--- config.mk ---
export PLATFORM = sky130hd
export DESIGN_NAME = cordic_iter_engine
export DESIGN_NICKNAME = d
export VERILOG_FILES = /design/src/rtl/cordic_iter_pkg.sv /design/src/rtl/cordic_atan_rom.sv /design/src/rtl/cordic_micro_rot.sv /design/src/rtl/cordic_step_ctrl.sv /design/src/rtl/cordic_iter_engine.sv
export SDC_FILE = /design/constraint.sdc
export NUM_CORES = 1
export LEC_CHECK = 0
export BUFFER_PORTS_ARGS = -buffer_cell sky130_fd_sc_hd__buf_2
export CAP_MARGIN = 20
export CORE_ASPECT_RATIO = 1.2
export CORE_UTILIZATION = 30
export CTS_CLUSTER_DIAMETER = 200
export DETAILED_ROUTE_END_ITERATION = 8
export GPL_ROUTABILITY_DRIVEN = 0
export PLACE_DENSITY_LB_ADDON = 0.2
export RECOVER_POWER = 50
export SKIP_LAST_GASP = 1
export SLEW_MARGIN = 40
export SYNTH_ARGS = -nofsm -noshare
export SYNTH_HDL_FRONTEND = slang
export SYNTH_SLANG_ARGS = --single-unit
--- constraint.sdc ---
create_clock -name clk -period 6.6 [get_ports clk]
set_input_delay 0.33 -clock clk [delete_from_list [all_inputs] [get_ports clk]]
set_output_delay 0.33 -clock clk [all_outputs]
set_load 0.01 [all_outputs]
--- src/rtl/cordic_iter_pkg.sv ---
package cordic_iter_pkg;

   typedef enum logic {
      CM_ROTATE = 1'b0,
      CM_VECTOR = 1'b1
   } cordic_mode_e;

   // Angle code of atan(2^-idx) with pi scaled to 2^pi_log2.
   // The series sum_n (-1)^n t^(2n+1)/(2n+1) is evaluated in Q32, with t a power of two.
   function automatic longint atan_code(input int idx, input int pi_log2);
      longint acc;
      longint term;
      int     sh;
      acc = 0;
      if (idx == 0) begin
         return longint'(1) <<< (pi_log2 - 2);
      end
      for (int n = 0; n < 32; n++) begin
         sh = 32 - idx * (2 * n + 1);
         if (sh >= 0) begin
            term = (longint'(1) <<< sh) / longint'(2 * n + 1);
            if ((n % 2) == 1) acc = acc - term;
            else              acc = acc + term;
         end
      end
      // multiply by 1/pi in Q30, then rescale to the angle code with rounding
      return (acc * 64'sd341782638 + (longint'(1) <<< (61 - pi_log2))) >>> (62 - pi_log2);
   endfunction

endpackage

--- src/rtl/cordic_atan_rom.sv ---
module cordic_atan_rom #(
   parameter int STEPS   = 14,
   parameter int ZW      = 16,
   parameter int PI_LOG2 = 13,
   localparam int IW     = (STEPS > 1) ? $clog2(STEPS) : 1,
   localparam int DEPTH  = 1 << IW
) (
   input  logic [IW-1:0]        idx,
   output logic signed [ZW-1:0] angle
);
   import cordic_iter_pkg::*;

   logic signed [ZW-1:0] tbl [DEPTH];

   for (genvar g = 0; g < DEPTH; g++) begin : g_entry
      if (g < STEPS) begin : g_used
         assign tbl[g] = ZW'(atan_code(g, PI_LOG2));
      end else begin : g_pad
         assign tbl[g] = '0;
      end
   end

   assign angle = tbl[idx];
endmodule

--- src/rtl/cordic_micro_rot.sv ---
module cordic_micro_rot #(
   parameter int W  = 16,
   parameter int ZW = 16,
   parameter int SW = 4
) (
   input  logic                 vec_mode,
   input  logic [SW-1:0]        sh,
   input  logic signed [W-1:0]  x,
   input  logic signed [W-1:0]  y,
   input  logic signed [ZW-1:0] z,
   input  logic signed [ZW-1:0] ang,
   output logic signed [W-1:0]  x_nx,
   output logic signed [W-1:0]  y_nx,
   output logic signed [ZW-1:0] z_nx
);
   logic                dir_pos;
   logic signed [W-1:0] x_sh;
   logic signed [W-1:0] y_sh;

   always_comb begin
      // rotation follows the sign of z, vectoring opposes the sign of y
      dir_pos = vec_mode ? y[W-1] : ~z[ZW-1];
      x_sh    = x >>> sh;
      y_sh    = y >>> sh;
      if (dir_pos) begin
         x_nx = x - y_sh;
         y_nx = y + x_sh;
         z_nx = z - ang;
      end else begin
         x_nx = x + y_sh;
         y_nx = y - x_sh;
         z_nx = z + ang;
      end
   end
endmodule

--- src/rtl/cordic_step_ctrl.sv ---
module cordic_step_ctrl #(
   parameter int STEPS = 14,
   localparam int IW   = (STEPS > 1) ? $clog2(STEPS) : 1,
   localparam logic [IW-1:0] LAST = IW'(STEPS - 1)
) (
   input  logic          clk,
   input  logic          rst_n,
   input  logic          start,
   output logic          accept,
   output logic          busy,
   output logic          finish,
   output logic [IW-1:0] idx,
   output logic          done
);
   assign accept = start & ~busy;
   assign finish = busy & (idx == LAST);

   always_ff @(posedge clk or negedge rst_n) begin
      if (!rst_n) begin
         busy <= 1'b0;
         idx  <= '0;
         done <= 1'b0;
      end else begin
         done <= finish;
         if (accept) begin
            busy <= 1'b1;
            idx  <= '0;
         end else if (finish) begin
            busy <= 1'b0;
            idx  <= '0;
         end else if (busy) begin
            idx <= idx + 1'b1;
         end
      end
   end

   // a request during a run neither restarts nor stalls the step count
   assert_busy_ignore_R8: assert property (@(posedge clk) disable iff (!rst_n)
      (busy && start && idx != LAST) |=> (busy && idx == $past(idx) + 1'b1));

   // completion pulse lasts a single cycle
   assert_done_single_R7: assert property (@(posedge clk) disable iff (!rst_n)
      done |=> !done);
endmodule

--- src/rtl/cordic_iter_engine.sv ---
module cordic_iter_engine #(
   parameter int W       = 16,
   parameter int ZW      = 16,
   parameter int STEPS   = 14,
   parameter int PI_LOG2 = 13,
   localparam int IW     = (STEPS > 1) ? $clog2(STEPS) : 1
) (
   input  logic          clk,
   input  logic          rst_n,
   input  logic          start,
   input  logic          mode,
   input  logic [W-1:0]  x_in,
   input  logic [W-1:0]  y_in,
   input  logic [ZW-1:0] z_in,
   output logic          done,
   output logic [W-1:0]  x_out,
   output logic [W-1:0]  y_out,
   output logic [ZW-1:0] z_out
);
   import cordic_iter_pkg::*;

   if (STEPS < 1 || STEPS > W) begin : g_bad_steps
      $error("cordic_iter_engine: STEPS must lie in 1..W");
   end
   if (PI_LOG2 < 2 || PI_LOG2 > ZW - 2) begin : g_bad_scale
      $error("cordic_iter_engine: PI_LOG2 must lie in 2..ZW-2");
   end

   logic                 accept, busy, finish;
   logic [IW-1:0]        idx;
   cordic_mode_e         mode_r;
   logic signed [W-1:0]  x_r, y_r, x_nx, y_nx;
   logic signed [ZW-1:0] z_r, z_nx, angle;
   logic signed [W-1:0]  x_o, y_o;
   logic signed [ZW-1:0] z_o;

   cordic_step_ctrl #(.STEPS(STEPS)) u_ctrl (
      .clk    (clk),
      .rst_n  (rst_n),
      .start  (start),
      .accept (accept),
      .busy   (busy),
      .finish (finish),
      .idx    (idx),
      .done   (done)
   );

   cordic_atan_rom #(.STEPS(STEPS), .ZW(ZW), .PI_LOG2(PI_LOG2)) u_rom (
      .idx   (idx),
      .angle (angle)
   );

   cordic_micro_rot #(.W(W), .ZW(ZW), .SW(IW)) u_rot (
      .vec_mode (mode_r == CM_VECTOR),
      .sh       (idx),
      .x        (x_r),
      .y        (y_r),
      .z        (z_r),
      .ang      (angle),
      .x_nx     (x_nx),
      .y_nx     (y_nx),
      .z_nx     (z_nx)
   );

   always_ff @(posedge clk or negedge rst_n) begin
      if (!rst_n) begin
         mode_r <= CM_ROTATE;
         x_r    <= '0;
         y_r    <= '0;
         z_r    <= '0;
         x_o    <= '0;
         y_o    <= '0;
         z_o    <= '0;
      end else begin
         if (accept) begin
            mode_r <= cordic_mode_e'(mode);
            x_r    <= signed'(x_in);
            y_r    <= signed'(y_in);
            z_r    <= signed'(z_in);
         end else if (busy) begin
            x_r <= x_nx;
            y_r <= y_nx;
            z_r <= z_nx;
         end
         if (finish) begin
            x_o <= x_nx;
            y_o <= y_nx;
            z_o <= z_nx;
         end
      end
   end

   assign x_out = x_o;
   assign y_out = y_o;
   assign z_out = z_o;

   // rotation with non-negative z subtracts the table angle
   assert_rot_dir_R3: assert property (@(posedge clk) disable iff (!rst_n)
      (busy && mode_r == CM_ROTATE && !z_r[ZW-1]) |=> (z_r == $past(z_r) - $past(angle)));

   // vectoring with non-negative y adds the table angle
   assert_vec_dir_R4: assert property (@(posedge clk) disable iff (!rst_n)
      (busy && mode_r == CM_VECTOR && !y_r[W-1]) |=> (z_r == $past(z_r) + $past(angle)));

   // results move only in the cycle that reports completion
   assert_hold_result_R9: assert property (@(posedge clk) disable iff (!rst_n)
      !done |-> $stable({x_o, y_o, z_o}));

   // the first table entry is a quarter of pi
   assert_first_angle_R6: assert property (@(posedge clk) disable iff (!rst_n)
      (busy && idx == '0) |-> (angle == ZW'(1 << (PI_LOG2 - 2))));
endmodule

==> metrics.md <==
| Metric | Value |
|---|---|
| Clock transition at the registers of the reported paths | 0.09 ns |
| Cts repair resizes | 0 |
| Crit-path max FO | 32 |
| Min cycle time layout | 5.66 ns |
| Fmax | 177 MHz |
| Post-synth top cells | nand2_1, dfrtp_1, o21ai_0, a21oi_1, nor2_1 |
| Number of distinct library cells after synthesis | 74 |
| Initial antenna violation count | 0 |
| All-layer global routing usage | 0.186 |
| Clk_lat worst skew | 0.38 ns |
| Largest net degree at the start of global routing | 96 |
| Chip height | 195 um |
| Dpl cell area | 10200 sq um |
| Net Count, Synth | 1183 |
| Syn Area/Cell | 8.67 sq um |
| Proportion of netlist area held by the largest area contributor | 0.278 |
| Final wirelength | 28.5 mm |
| FF+latch count, synth | 103 |
| Final nets | 1249 |
| Worst Tran Pin Value | 2.69 ns |
| Final Max Tran Viols | 46 |
| First drt pass iteration count | 5 |
| CTS Buffer Depth | 2 |
| Most numerous cell in the Yosys netlist | nand2_1 |
| Core area | 30500 sq um |
| Row count | 70 |
| Die X | 163 um |
| Post-route setup TNS | 0 ns |
| CTS H-tree lvls | 3 |
| Die area | 31600 sq um |
| Critical path arrival | 5.97 ns |
| RSZ-0062 raised after global routing | false |
| Status | finished, violations left |
| Final Hold Fails | 0 |
| Initial DRC count | 753 |
| Critical path required time | 6.91 ns |
| Max_cap viols | 1 |
| Antenna Nets Post-Route | 0 |
| Post-Syn Area | 9280 sq um |
| Via-to-Cell Ratio | 5.39 |
| Setup violators final | 0 |
| GR Overflow Total | 0 |
| Critical path class | reg2reg |
| Design area | 10400 sq um |
| Postcts setup bufs | 0 |
| Via count | 8285 |
| Initial cell density of the core | 0.304 |
| Relative slew slack | -0.794 |
| Inserted Clock Buffers | 9 |
| DR WL/cell | 18.5 um |
| Ys async rst share | 1.00 |
| Seq/Total Area, Yosys | 0.278 |
| Fillers | 3245 |
| Cell at the root of the clock tree | clkbuf_16 |
| Clock Skew | 0.0165 ns |
| CTS tree | built |
| Share of layout cells above drive strength 1 | 0.142 |
| Final worst setup slack | 0.942 ns |
| DRC violations left | 0 |
| Main area contributors after synthesis | dfrtp_1, ha_1, mux4_2, nand2_1, o21ai_0 |
| CTS Hold Buffers Added | 1 |
| Final period utilization | 0.857 |
| Mapped Cells | 1070 |
| Layout Utilization | 0.343 |
| Startpoint type of the worst setup path | register |
| Failing checks | max-capacitance violations, max-slew violations |
| Antenna fix cells | 0 |
| Post-synth EDFFs | 0 |
| Post-Place Worst Slack | 1.02 ns |
| Top Ports | 101 |
| # port buffers | 100 |
| Ys flop type | dfrtp_1 |
| Worst min path class | in2reg |
| First-pass GRT wire length | 46.0 mm |
| DP HPWL | 21.2 mm |
| Synth area leader | dfrtp_1 |
| Warnings from Yosys | 0 |
| Clk sink count | 103 |
| Crit. End Element | register |
| Vias in the first global route | 8203 |
| Synthesis-to-layout area growth | 12.6% |
metrics by stage:
| stage | instances | hold WS, ns |
|---|---|---|
| floorplan | 1070 | 0.0344 |
| global placement | 1519 | 0.409 |
| detailed placement | 1520 | 0.413 |
| CTS | 1537 | 0.194 |
| global route | 1537 | 0.206 |
| finish | 1537 | 0.209 |
worst max-delay path, cell delays in order, from the launching register on:
cell and delay (ns):
dfrtp_2 0.87, buf_4 0.45, mux4_2 0.62, a22o_1 0.27
nand2b_1 0.15, a221oi_2 0.40, inv_1 0.14, o41ai_1 0.43
xor2_1 0.12, ha_1 0.32, a21boi_0 0.34, o31ai_1 0.16
o21a_1 0.21, nor3_1 0.32, a211oi_1 0.19, or4_1 0.49
nand3_1 0.10
registers in the layout, summed over array words and instances, names as in the netlist:
| register | flops |
|---|---|
| mode_r | 1 |
| z_out | 16 |
| x_r | 16 |
| u_ctrl.idx | 4 |
| z_r | 16 |
| u_ctrl.done | 1 |
| x_out | 16 |
| u_ctrl.busy | 1 |
| y_out | 16 |
| y_r | 16 |
logic make-up after synthesis:
kind of cell	share of synthesized area
AOI/OAI and AO/OA	0.227
and+or+nand+nor	0.161
DFF	0.278
buffers and inverters	0.0438
muxes	0.145
xor gates and xnor gates	0.0613
adders and majority gates	0.0847
final timing paths:
check / cells past startpoint / endpoint / startpoint / slack [ns]
max: 16 / x_out[15] / u_ctrl.idx[0] / 0.94
max reg2reg: 16 / x_out[15] / u_ctrl.idx[0] / 0.94
max in group asynchronous: 3 / y_out[15] / rst_n / 3.59
min reg2reg: 2 / y_out[6] / y_out[6] / 0.48
min in group asynchronous: 2 / y_r[10] / rst_n / 1.35
min: 2 / mode_r / mode / 0.21
placed cells by master (no fill, tap or decap), drive strengths merged, types with 5 or more instances in the layout:
master / n
a211oi: 32
a21boi: 5
a21o: 15
a21oi: 84
a22oi: 5
a31oi: 14
and2: 6
buf: 71
clkbuf: 59
dfrtp: 103
ha: 58
inv: 36
mux2: 23
mux2i: 37
mux4: 31
nand2: 149
nand2b: 11
nand3: 18
nor2: 59
nor2b: 33
nor3: 21
o211ai: 9
o21a: 14
o21ai: 93
o31ai: 12
or2: 6
or3: 7
xnor2: 34
xor2: 31
metal layers:
metal	track usage	vias to the layer above	routed length (um)
met5	0	-	0
met4	0.0540	0	516
met3	0.0316	29	1190
met2	0.310	200	13700
met1	0.245	4014	13000
li1	-	4042	-
cell type report:
| class | count | area (sq um) | share of cell area |
|---|---|---|---|
| timing repair buffer | 122 | 619 | 0.0593 |
| clock buffer | 9 | 225 | 0.0216 |
| sequential | 103 | 2580 | 0.247 |
| multi-input combinational | 869 | 6300 | 0.603 |
| clock inverter | 7 | 109 | 0.0104 |
| inverter | 31 | 116 | 0.0111 |
| tap | 396 | 495 | 0.0474 |
Power is left out: the tool's default activity adds up to more than one toggle a clock period on the data nets, which glitch-free logic cannot reach.
